**src/rtl/dmmu_fault_pkg.sv**
```systemverilog
// Shared types for the data MMU access checker.
// Assumes a single access per cycle; codes are fixed and visible to software.
package dmmu_fault_pkg;

    // Result of the priority chain, first applicable fault wins.
    typedef enum logic [3:0] {
        CHK_NONE      = 4'd0,
        CHK_MISALIGN  = 4'd1,
        CHK_VA_HOLE   = 4'd2,
        CHK_MISS_REAL = 4'd3,
        CHK_MISS_MMU  = 4'd4,
        CHK_PRIV      = 4'd5,
        CHK_PROT      = 4'd6,
        CHK_NFO       = 4'd7,
        CHK_SIDE      = 4'd8
    } chk_code_e;

    // Fault type field stored in the status word.
    typedef enum logic [5:0] {
        FT_OTHER       = 6'd0,
        FT_PRIV_VIOL   = 6'd1,
        FT_NFO_LOAD    = 6'd2,
        FT_VA_RANGE    = 6'd3,
        FT_SIDE_EFFECT = 6'd4,
        FT_ILLEGAL_ASI = 6'd5
    } ftype_e;

    // Status word field positions.
    localparam int SR_WRITE_BIT = 2;
    localparam int SR_CTX_LSB   = 4;
    localparam int SR_SE_BIT    = 6;
    localparam int SR_FT_LSB    = 7;
    localparam int SR_ASI_LSB   = 16;

    // What a checked access asks the register stage to record.
    typedef struct packed {
        logic   rec_status;
        logic   rec_tag;
        logic   wr;
        logic   se;
        ftype_e ft;
    } rec_req_s;

endpackage

```
**src/rtl/dmmu_check_chain.sv**
```systemverilog
// Combinational priority chain over one data access.
// Assumes the TLB result and page attributes are valid whenever tlb_hit is high.
module dmmu_check_chain
    import dmmu_fault_pkg::*;
#(
    parameter int          VA_W    = 64,
    parameter int          MASK_W  = 32,
    parameter logic [63:0] HOLE_LO = 64'h0000_8000_0000_0000,
    parameter logic [63:0] HOLE_HI = 64'hFFFF_7FFF_FFFF_FFFF
) (
    input  logic            valid,
    input  logic            write,
    input  logic            priv,
    input  logic [1:0]      size,
    input  logic            va_mask,
    input  logic [VA_W-1:0] va,
    input  logic            real_mode,
    input  logic            nf_asi,
    input  logic            hit,
    input  logic            pg_priv,
    input  logic            pg_wr,
    input  logic            pg_nfo,
    input  logic            pg_se,
    output logic [VA_W-1:0] eff_va,
    output chk_code_e       code,
    output rec_req_s        rec
);

    localparam logic [VA_W-1:0] LO_V = HOLE_LO[VA_W-1:0];
    localparam logic [VA_W-1:0] HI_V = HOLE_HI[VA_W-1:0];

    logic [2:0] size_mask;
    logic       misaligned;
    logic       in_hole;

    // Effective address and the two address-only checks.
    always_comb begin
        eff_va = va;
        if (va_mask) eff_va = {{(VA_W-MASK_W){1'b0}}, va[MASK_W-1:0]};
        case (size)
            2'd0:    size_mask = 3'b000;
            2'd1:    size_mask = 3'b001;
            2'd2:    size_mask = 3'b011;
            default: size_mask = 3'b111;
        endcase
        misaligned = |(va[2:0] & size_mask);
        in_hole    = !va_mask && (eff_va >= LO_V) && (eff_va <= HI_V);
    end

    // Priority chain: pick the first fault and what it records.
    always_comb begin
        code = CHK_NONE;
        rec  = '{rec_status: 1'b0, rec_tag: 1'b0, wr: 1'b0, se: 1'b0, ft: FT_OTHER};
        if (!valid) begin
            code = CHK_NONE;
        end else if (misaligned) begin
            code = CHK_MISALIGN;
            rec.rec_status = 1'b1;
        end else if (in_hole) begin
            code = CHK_VA_HOLE;
            rec.rec_status = 1'b1;
            rec.se = 1'b1;
            rec.ft = FT_VA_RANGE;
        end else if (!hit) begin
            code = real_mode ? CHK_MISS_REAL : CHK_MISS_MMU;
            rec.rec_tag = 1'b1;
        end else begin
            rec.wr = write;
            rec.se = pg_se;
            if (!priv && pg_priv) begin
                code = CHK_PRIV;
                rec.ft = FT_PRIV_VIOL;
            end else if (write && !pg_wr) begin
                code = CHK_PROT;
                rec.ft = FT_OTHER;
            end else if (pg_nfo && !nf_asi) begin
                code = CHK_NFO;
                rec.ft = FT_NFO_LOAD;
            end else if (pg_se && nf_asi) begin
                code = CHK_SIDE;
                rec.ft = FT_SIDE_EFFECT;
            end
            rec.rec_status = (code != CHK_NONE);
            rec.rec_tag    = (code != CHK_NONE);
            if (code == CHK_NONE) begin
                rec.wr = 1'b0;
                rec.se = 1'b0;
            end
        end
    end

endmodule

```
**src/rtl/dmmu_status_regs.sv**
```systemverilog
// Fault status, fault address and tag-access registers.
// Assumes at most one recording request per cycle; hardware beats software.
module dmmu_status_regs
    import dmmu_fault_pkg::*;
#(
    parameter int VA_W     = 64,
    parameter int PG_SHIFT = 13,
    parameter int ASI_W    = 8,
    localparam int SR_W    = SR_ASI_LSB + ASI_W
) (
    input  logic                clk,
    input  logic                rst_n,
    input  rec_req_s            rec,
    input  logic [1:0]          ctx_type,
    input  logic [ASI_W-1:0]    asi,
    input  logic [VA_W-1:0]     eff_va,
    input  logic [PG_SHIFT-1:0] tag_ctx,
    input  logic                sw_we,
    input  logic [SR_W-1:0]     sw_wdata,
    output logic [SR_W-1:0]     sfsr,
    output logic [VA_W-1:0]     sfar,
    output logic [VA_W-1:0]     tag
);

    logic [SR_W-1:0] next_word;

    // Compose the status word for a hardware-recorded fault.
    always_comb begin
        next_word = '0;
        next_word[0] = 1'b1;
        next_word[1] = sfsr[0];
        next_word[SR_WRITE_BIT] = rec.wr;
        next_word[SR_CTX_LSB +: 2] = ctx_type;
        next_word[SR_SE_BIT] = rec.se;
        next_word[SR_FT_LSB +: 6] = rec.ft;
        next_word[SR_ASI_LSB +: ASI_W] = asi;
    end

    // Status word and fault address: hardware record first, then software.
    always_ff @(posedge clk) begin
        if (!rst_n) begin
            sfsr <= '0;
            sfar <= '0;
        end else if (rec.rec_status) begin
            sfsr <= next_word;
            sfar <= eff_va;
        end else if (sw_we) begin
            sfsr <= sw_wdata;
        end
    end

    // Tag-access register: page number over context.
    always_ff @(posedge clk) begin
        if (!rst_n) tag <= '0;
        else if (rec.rec_tag) tag <= {eff_va[VA_W-1:PG_SHIFT], tag_ctx};
    end

endmodule

```
**src/rtl/dmmu_fault_check.sv**
```systemverilog
// Top: data MMU access checker with fault status capture.
// Assumes PG_SHIFT equals the context width and UC_BIT < PA_W.
module dmmu_fault_check
    import dmmu_fault_pkg::*;
#(
    parameter int          VA_W     = 64,
    parameter int          PG_SHIFT = 13,
    parameter int          ASI_W    = 8,
    parameter int          PA_W     = 40,
    parameter int          UC_BIT   = 39,
    parameter int          MASK_W   = 32,
    parameter logic [63:0] HOLE_LO  = 64'h0000_8000_0000_0000,
    parameter logic [63:0] HOLE_HI  = 64'hFFFF_7FFF_FFFF_FFFF,
    localparam int         SR_W     = SR_ASI_LSB + ASI_W
) (
    input  logic                clk,
    input  logic                rst_n,
    input  logic                acc_valid,
    input  logic                acc_write,
    input  logic                acc_priv,
    input  logic [1:0]          acc_size,
    input  logic                acc_va_mask,
    input  logic [VA_W-1:0]     acc_va,
    input  logic                acc_real,
    input  logic [1:0]          acc_ctx_type,
    input  logic [PG_SHIFT-1:0] acc_ctx,
    input  logic [ASI_W-1:0]    acc_asi,
    input  logic                acc_nf_asi,
    input  logic                tlb_hit,
    input  logic                pg_priv,
    input  logic                pg_writable,
    input  logic                pg_nfo_only,
    input  logic                pg_side_effect,
    input  logic [PA_W-1:0]     pg_pa,
    input  logic                sw_status_we,
    input  logic [SR_W-1:0]     sw_status_wdata,
    output logic                fault,
    output logic [3:0]          fault_code,
    output logic                uncacheable,
    output logic [SR_W-1:0]     status,
    output logic [VA_W-1:0]     fault_addr,
    output logic [VA_W-1:0]     tag_access
);

    logic [VA_W-1:0]     eff_va;
    chk_code_e           code;
    rec_req_s            rec;
    logic [PG_SHIFT-1:0] tag_ctx;

    dmmu_check_chain #(
        .VA_W(VA_W), .MASK_W(MASK_W), .HOLE_LO(HOLE_LO), .HOLE_HI(HOLE_HI)
    ) u_chain (
        .valid(acc_valid), .write(acc_write), .priv(acc_priv), .size(acc_size),
        .va_mask(acc_va_mask), .va(acc_va), .real_mode(acc_real), .nf_asi(acc_nf_asi),
        .hit(tlb_hit), .pg_priv(pg_priv), .pg_wr(pg_writable), .pg_nfo(pg_nfo_only),
        .pg_se(pg_side_effect), .eff_va(eff_va), .code(code), .rec(rec)
    );

    // Real mode tags carry context zero.
    assign tag_ctx = acc_real ? '0 : acc_ctx;

    dmmu_status_regs #(
        .VA_W(VA_W), .PG_SHIFT(PG_SHIFT), .ASI_W(ASI_W)
    ) u_regs (
        .clk(clk), .rst_n(rst_n), .rec(rec), .ctx_type(acc_ctx_type), .asi(acc_asi),
        .eff_va(eff_va), .tag_ctx(tag_ctx), .sw_we(sw_status_we),
        .sw_wdata(sw_status_wdata), .sfsr(status), .sfar(fault_addr), .tag(tag_access)
    );

    // Outputs of the chain and the ordering hint for clean translations.
    always_comb begin
        fault_code  = code;
        fault       = (code != CHK_NONE);
        uncacheable = acc_valid && (code == CHK_NONE) &&
                      (pg_side_effect || pg_pa[UC_BIT]);
    end

endmodule

```
**config.mk**
```make
export PLATFORM = sky130hd
export DESIGN_NAME = dmmu_fault_check
export DESIGN_NICKNAME = d
export VERILOG_FILES = /design/src/rtl/dmmu_fault_pkg.sv /design/src/rtl/dmmu_check_chain.sv /design/src/rtl/dmmu_status_regs.sv /design/src/rtl/dmmu_fault_check.sv
export SDC_FILE = /design/constraint.sdc
export NUM_CORES = 1
export LEC_CHECK = 0
export ABC_AREA = 1
export ABC_CLOCK_PERIOD_IN_PS = 5300
export BUFFER_PORTS_ARGS = -buffer_cell sky130_fd_sc_hd__buf_2
export CAP_MARGIN = 20
export CORE_AREA = 2 2 128 130
export CTS_BUF_LIST = sky130_fd_sc_hd__clkbuf_4 sky130_fd_sc_hd__clkbuf_8
export DETAILED_ROUTE_END_ITERATION = 10
export DIE_AREA = 0 0 130 132
export GPL_ROUTABILITY_DRIVEN = 1
export PLACE_DENSITY = 0.73
export SYNTH_ARGS = -nofsm -noshare
export SYNTH_HDL_FRONTEND = slang
export SYNTH_SLANG_ARGS = --single-unit
```
**constraint.sdc**
```tcl
create_clock -name clk -period 5.3 [get_ports clk]
set_input_delay 1.59 -clock clk [delete_from_list [all_inputs] [get_ports clk]]
set_output_delay 1.59 -clock clk [all_outputs]
set_load 0.1 [all_outputs]
```
# == Yosys cells after proc, flatten, opt, wreduce, memory -nomap -nowiden ==
# Cells that the tools add are included.
# totals
register_bits,152
in_bits,167
output_inout_bits,158
wordCells,63
# op_classes
magnitude_cmp,2
eq_ne,2
mux,32
bitwise_logic,2
reduce_logical,21
# ops
cell,count
64-bit by 48-bit greater-or-equal comparator with 1-bit output (second input constant),1
64-bit less-or-equal comparator (second input constant),1
64-bit two-way mux,1
24-bit two-way mux,2
4-bit two-way mux,12
6-bit two-way mux,3
13-bit two-way mux,1
10-bit two-way mux,1
9-bit two-way mux,1
3-bit one-hot mux with 3 select lines,1
1-bit logical AND,8
4-bit logical NOT,2
8-bit two-way mux,1
4-bit nonzero test,2
7-bit two-way mux,1
3-bit two-way mux,2
1-bit logical NOT,4
1-bit two-way mux,4
2-bit two-way mux,2
3-bit bitwise AND,1
3-bit OR reduction,1
2-bit by 1-bit == test with 1-bit output (second input constant),1
2-bit == test (second input constant),1
2-bit logical NOT,1
other kinds (4),4

# == Logic depth before layout (Yosys ltp) ==
# Gate-level depths: netlist (run 1).
# depth
depth_word,16
mapped_depth,14
ltp_nobuf,13

# == Cells and area by module ==
# Synthesis (run 1) repeated with hierarchy kept, for this count alone.
# hier_totals
cells_unflattened,939
area_unflattened_um2,6598.8
# modules_own_cells
mod,instances,cells_per_inst,area_each_um2,seq_area_each_um2
dmmu_status_regs,1,722,5594.1,3042.9
dmmu_check_chain,1,185,875.8,0.0
dmmu_fault_check,1,32,128.9,0.0

# == Least setup slack after synthesis (run 1) ==
# OpenSTA, ideal clock, no wires.
# synth_timing
path_type,input to output
start,input acc_va_mask
end,output uncacheable
arrival_time_ns,5.341
required_ns,3.710
setup_slack_ns,-1.631
path_stages,12
path_buffers,2
path_cell_list,inv_2 buf_6 nand2_1 nand3_1 nor2_1 nand3_1 nand2_1 buf_6 and2_1 nor2_1 nand3_1 nor2_1
# synth_between
elab_chain_cells,10
word_cells_on_any_way,12
cone_classes,order compare (2); mux (4); reduce/logical (6)
# synth_rtl
item,line_no,text
"start, declared",dmmu_fault_check.sv:22,"input logic acc_va_mask,"
64-bit two-way mux,dmmu_check_chain.sv:39,"if (va_mask) eff_va = {{(VA_W-MASK_W){1'b0}}, va[MASK_W-1:0]};"
64-bit by 48-bit greater-or-equal comparator with 1-bit output,dmmu_check_chain.sv:47,in_hole = !va_mask && (eff_va >= LO_V) && (eff_va <= HI_V);
1-bit logical AND,dmmu_check_chain.sv:47,
1-bit logical AND (*),dmmu_check_chain.sv:47,
4-bit two-way mux (*),dmmu_check_chain.sv:59,end else if (in_hole) begin
4-bit two-way mux (*),dmmu_check_chain.sv:56,end else if (misaligned) begin
4-bit two-way mux (*),dmmu_check_chain.sv:54,if (!valid) begin
net fault_code[2],dmmu_fault_check.sv:38,"output logic [3:0] fault_code,"
4-bit logical NOT (*),dmmu_fault_check.sv:74,uncacheable = acc_valid && (code == CHK_NONE) &&
1-bit logical AND (*) (2 in a row),dmmu_fault_check.sv:74,
"end, declared",dmmu_fault_check.sv:39,"output logic uncacheable,"
# Mark *: on every way through the listed nets, which the timed path passes. The rest lies on a longest branch.

# == Worst setup path after layout (run 1) ==
# layout_timing
start,input acc_va_mask
end,output uncacheable
# layout_between
elab_chain_cells,10
word_cells_on_any_way,12
cone_classes,order compare (2); mux (4); reduce/logical (6)
# layout_rtl
item,line_no
64-bit two-way mux,dmmu_check_chain.sv:39
64-bit by 48-bit greater-or-equal comparator with 1-bit output,dmmu_check_chain.sv:47
1-bit logical AND,dmmu_check_chain.sv:47
1-bit logical AND (*),dmmu_check_chain.sv:47
4-bit two-way mux (*),dmmu_check_chain.sv:59
4-bit two-way mux (*),dmmu_check_chain.sv:56
4-bit two-way mux (*),dmmu_check_chain.sv:54
4-bit logical NOT (*),dmmu_fault_check.sv:74
1-bit logical AND (*) (2 in a row),dmmu_fault_check.sv:74
# Every way passes the cells marked *; elsewhere a longest branch is shown, timed or not.

==> metrics.md, run 1 <==
| Metric | Value |
|---|---|
| Status | finished, final reports clean |
| Die Wd | 130 µm |
| Synth top area share | ~50% |
| Fin crit period | 4.96 ns |
| TritonCTS Buffers | 17 |
| Top Metal Used | met5 |
| Sw Share | 41.1% |
| Critical path peak fanout | 27 |
| Commonest non-fill, non-tap cells in the layout | buf_2, nor2_1, dfxtp_1, nand2_1, o21ai_0 |
| # IOs | around 330 |
| Number of remaining DRC errors | 0 |
| RSZ-0062 raised after global routing | no |
| Mux contribution to synthesized area | 0% |
| Critical Path Source Type | input pin |
| Syn Area/Cell | about 7.1 µm² |
| Synth area leaders | dfxtp_1, nor2_1, nand2_1, o21ai_0, a21oi_1 |
| GRT overflow | 0 |
| Max-slew headroom | 53.0% |
| Routed via count | roughly 6.3k |
| First-pass GRT wire length | between 20000 and 30000 µm |
| Initial antenna violation count | 1 |
| Maximum clock frequency | slightly above 200 MHz |
| Met2 wire length | slightly below 9000 µm |
| Initial Utilization | between 30% and 40% |
| Pwr dens | roughly 390 nW/µm² |
| Synth Area in Adders | 0% |
| Max-slew violations | 0 |
| Largest family of logic cells by synthesized area | simple AND/OR/NAND/NOR gates |
| Final hold vios | 0 |
| CTS Buffer Depth | 2 |
| Crit path kind | input pin to output port |
| Cell Area, Synth | about 6000 µm² |
| Vias in the first global route | between 5k and 6k |
| Post-synth net total | a little over 1k |
| Seq cells post-synth | 152 |
| Sinks on Clock Net | between 150 and 200 |
| Int Pwr | 1.85 mW |
| Simple-gate portion of the synthesized area | between 20% and 30% |
| Final core utilization | 51.8% |
| CTS hold repair buffers | 0 |
| Share of layout cells above drive strength 1 | a little under a third |
| Clk slew on worst S/H paths | roughly 0.090 ns |
| Total global-route track usage | about a fifth |
| Met1 WL | between 7000 and 8000 µm |
| Pin count of the biggest net entering global routing | 64 |
| Static leakage | between 4 and 5 nW |
| Synth Area in Compound Gates | 13.3% |
| Vias per cell | 4.70 |
| Combinational fraction of design power | 31.1% |
| Die height | approximately 130 µm |
| ANT nets after route | 0 |
| Core area | between 15000 and 20000 µm² |
| Final Wtd Congestion | between 0.8 and 0.9 |
| Yosys warning count | 0 |
| 1st-iter DRT viols | just over 300 |
| Worst-Margin Slew | around 0.70 ns |
| Netlist cell types | 25 |
| Number of diodes | 0 |
| 1st-pass router iterations | 5 |
| Endpoint kind of the worst setup timing path | output port |
| Worst vdd ir | around 0.15 mV |
| CTS Root Cell | clkbuf_8 |
| Clock power frac | just under 30% |
| Power Total | ~3.1 mW |
| Insertion delay to the later sink of the worst-skew pair | approximately 0.44 ns |
| Area growth, synth to finish | 33.8% |
| Total Die Area | between 15000 and 20000 µm² |
| Synth area leader | dfxtp_1 |
| Mapped Cells | roughly 850 |
| Post-CTS sizing | 0 |
| Fin crit share | 93.6% |
| Dpl cell area | around 7700 µm² |
| Hold_ws | approximately 0.46 ns |
| Sw power | ~1.3 mW |
| Max-capacitance violation count | 0 |
| Setup TNS | 0 ns |
| Sequential cell area fraction in the yosys report | approximately half |
| # setup viols final | 0 |
| Nets | between 1k and 1.5k |
| Drt total wl | 18400 µm |
| Design Area, Final | approximately 8000 µm² |
| Most common cell after layout, fill and taps aside | buf_2 |
| Sequential Power Share | about two fifths |
| Xor/xnor share of the synthesized area | 0% |
| PortBufs | between 200 and 300 |
| CTS tree | done |
| Critical Path RT | about 3.7 ns |
| Row cnt | 46 |
| Hold Crit Class | flip-flop to flip-flop |
| Postcts setup bufs | 0 |
| H-tree depth reported by CTS | 4 |
| Clk_skew | between 0.004 and 0.005 ns |
| Routed len/inst | between 10 and 15 µm |
| HPWL Detailed | 13000 µm |
| CP Data Arrival Time | 3.37 ns |
| Metal3 WL | between 1000 and 1500 µm |
-- stage by stage --
step / setup slack, ns / std cells
after floorplan: 0.0786 / 853
after global placement: 0.341 / 1308
after detailed placement: 0.313 / 1308
after CTS: 0.311 / 1340
after global routing: 0.146 / 1341
final: 0.337 / 1341
-- sequential cells by signal, indices dropped and copies added, names as in the netlist --
signal       flops
u_regs.sfsr     24
u_regs.tag      64
u_regs.sfar     64
-- layer usage --
layer / vias to the layer above / track usage [%]
li1: 3216 / -
met1: 2825 / 25.4
met2: 226 / 35.1
met3: 29 / 5.84
met4: 2 / 7.35
met5: - / 0
-- cell usage after synthesis (all sizes together) --
master    n
clkbuf   30
o21ai   104
inv      44
nor2    259
buf      27
a22oi     1
dfxtp   152
a21oi    51
and2      2
nor3      2
nand3b   12
nand2   130
a31oi     1
nand3    38
-- power groups by stage --
stage,Sequential (mW),Clock (mW),Combinational (mW)
after CTS,1.25,0.939,0.980
after global routing,1.26,0.986,1.03
final,1.25,0.915,0.977
after floorplan,1.83,0,0.231
after detailed placement,1.28,0,0.979
after global placement,1.28,0,0.972
-- critical path, stage by stage --
cell     delay [ns]
buf_2          0.11
inv_2          0.29
o21ai_0        0.13
and2_0         0.17
nand3_1        0.07
nand2_1        0.13
nand2_1        0.13
inv_1          0.08
nor2_1         0.19
nand3_4        0.13
nor2_4         0.15
buf_12         0.18
-- worst paths after layout --
kind                   startpoint               to  slack, ns  cells after the start
setup / recovery      acc_va_mask      uncacheable       0.34                     12
hold / removal    u_regs.sfsr[14]  u_regs.sfsr[14]       0.46                      2
setup reg to reg   u_regs.sfsr[0]   u_regs.sfsr[1]       4.53                      3
hold reg to reg   u_regs.sfsr[14]  u_regs.sfsr[14]       0.46                      2
-- cells by family (layout without fill, tap and decap cells) --
family	count (synthesis)	count (layout)
buf+inv	101	373
compound gates	157	157
simple gates	443	443
flops	152	152
-- final cells by class --
type | instances | area (µm²)
fillers | 1629 | 7570
repair buffers | 297 | 1640
clock inverters | 12 | 141
well taps | 216 | 270
clock buffers | 20 | 269
flip-flops and latches | 152 | 3040
inverters | 44 | 165
multi-input cells | 600 | 2620
Note: power is estimated with default switching activity, not from simulation.
==> inputs of run 2 (changes only) <==
--- a/config.mk
+++ b/config.mk
@@ -9,12 +9,13 @@
 export ABC_CLOCK_PERIOD_IN_PS = 5300
 export BUFFER_PORTS_ARGS = -buffer_cell sky130_fd_sc_hd__buf_2
 export CAP_MARGIN = 20
-export CORE_AREA = 2 2 128 130
+export CORE_ASPECT_RATIO = 0.5
+export CORE_MARGIN = 1.5
+export CORE_UTILIZATION = 50
 export CTS_BUF_LIST = sky130_fd_sc_hd__clkbuf_4 sky130_fd_sc_hd__clkbuf_8
 export DETAILED_ROUTE_END_ITERATION = 10
-export DIE_AREA = 0 0 130 132
 export GPL_ROUTABILITY_DRIVEN = 1
-export PLACE_DENSITY = 0.73
+export PLACE_DENSITY = 0.9
 export SYNTH_ARGS = -nofsm -noshare
 export SYNTH_HDL_FRONTEND = slang
 export SYNTH_SLANG_ARGS = --single-unit
==> metrics.md, run 2 (same netlist as run 1, synthesis figures left out) <==
| Metric | Value |
|---|---|
| Fin crit period | 5.00 ns |
| Final hold vios | 0 |
| Worst-Margin Slew | 1.00 ns |
| Insertion delay to the later sink of the worst-skew pair | ~0.43 ns |
| Fin crit share | between 90% and 100% |
| Max-slew violations | 0 |
| Critical path peak fanout | 27 |
| Setup TNS | 0 ns |
| 1st-pass router iterations | 6 |
| Hold_ws | 0.464 ns |
| Number of diodes | 0 |
| Layout fillers | a little over 1k |
| Total Die Area | roughly 13000 µm² |
| Initial Utilization | between 50% and 60% |
| Sequential cell area | a little over 3000 µm² |
| Vias per cell | 5.10 |
| Total global-route track usage | about a quarter |
| Final core utilization | 67.6% |
| Critical Path RT | ~3.7 ns |
| TritonCTS Buffers | 17 |
| Die Wd | 159 µm |
| Clk_skew | about 0.0031 ns |
| Nets | ~1.3k |
| Number of remaining DRC errors | 0 |
| HPWL Detailed | ~12000 µm |
| First-pass GRT wire length | 26800 µm |
| Status | finished, final reports clean |
| Core area | 11800 µm² |
| Vias in the first global route | 5768 |
| CTS Buffer Depth | 2 |
| Largest registers | u_regs.sfar x64, u_regs.tag x64, u_regs.sfsr x24 |
| Pin count of the biggest net entering global routing | 100 |
| Drt total wl | between 15000 and 20000 µm |
| Critical Path Source Type | input pin |
| CP Data Arrival Time | 3.41 ns |
| Row cnt | 28 |
| Endpoint kind of the worst setup timing path | output port |
| GRT overflow | 0 |
| Die height | 81.0 µm |
| Crit path kind | input pin to output port |
| Sinks on Clock Net | between 150 and 200 |
| Hold Crit Class | flip-flop to flip-flop |
| Routed via count | about 6.6k |
| 1st-iter DRT viols | between 600 and 700 |
| Area growth, synth to finish | 31.6% |
| CTS tree | done |
| Postcts setup bufs | 0 |
| Final Wtd Congestion | a little under 0.9 |
| CTS Root Cell | clkbuf_8 |
| Routed len/inst | about 14 µm |
| Pwr dens | around 380 nW/µm² |
| Power Total | 3.07 mW |
| ANT nets after route | 0 |
| CTS hold repair buffers | 0 |
| RSZ-0062 raised after global routing | no |
| Dpl cell area | between 7000 and 8000 µm² |
| Clk slew on worst S/H paths | ~0.08 ns |
| Multi-input gate area | 2620 µm² |
| Max-capacitance violation count | 0 |
| Max-slew headroom | around a third |
| Worst vdd ir | between 0.15 and 0.2 mV |
| # setup viols final | 0 |
| Commonest non-fill, non-tap cells in the layout | buf_2, nor2_1, dfxtp_1, nand2_1, o21ai_0 |
| Design Area, Final | ~8000 µm² |
| Most common cell after layout, fill and taps aside | buf_2 |
| Post-CTS sizing | 0 |
| Share of layout cells above drive strength 1 | about 30% |
| # IOs | between 300 and 400 |
| Initial antenna violation count | 0 |
| Maximum clock frequency | around 200 MHz |
| H-tree depth reported by CTS | 4 |
| Static leakage | just over 4 nW |
| PortBufs | roughly 290 |
[run 2: worst max-delay path, cell delays in order]
cell and delay, ns:
buf_2 0.11, inv_2 0.28, o21ai_0 0.14, and2_0 0.17, nand3_1 0.07, nand2_1 0.17, nand2_1 0.14, inv_1 0.09
nor2_1 0.17, nand3_4 0.14, nor2_4 0.15, buf_12 0.18
[run 2: worst paths after layout]
check	slack, ns	from	cells after the start	endpoint
max	0.30	acc_va_mask	12	uncacheable
min	0.46	u_regs.sfsr[15]	2	u_regs.sfsr[15]
max reg2reg	4.53	u_regs.sfsr[0]	3	u_regs.sfsr[1]
min reg2reg	0.46	u_regs.sfsr[15]	2	u_regs.sfsr[15]
[run 2: area by class of cell]
type | instances | area share (%)
inverter | 44 | 2.06
sequential | 152 | 38.0
clock buffer | 18 | 3.02
timing repair buffer | 294 | 20.1
tap | 165 | 2.58
clock inverter | 14 | 1.59
multi-input combinational | 600 | 32.7
[run 2: where the power goes]
group | total (mW) | leakage (nW) | switching [mW] | internal (mW)
clock | 0.842 | 0.185 | 0.493 | 0.350
sequential | 1.25 | 1.25 | 0.0364 | 1.22
combinational | 0.977 | 2.67 | 0.800 | 0.176
[run 2: metal layers]
metal  track usage, %  vias up  wire length (µm)
li1                 -     3214                 -
met1             30.5     2964              7260
met2             44.5      320              8630
met3             5.36       69              1150
met4             16.9        0               741
met5                0        -                 0
[run 2: metrics by stage]
stage | setup WS (ns) | instances
after global placement | 0.324 | 1255
after floorplan | 0.0786 | 853
after detailed placement | 0.302 | 1255
final | 0.297 | 1287
after CTS | 0.290 | 1287
after global routing | 0.0848 | 1287
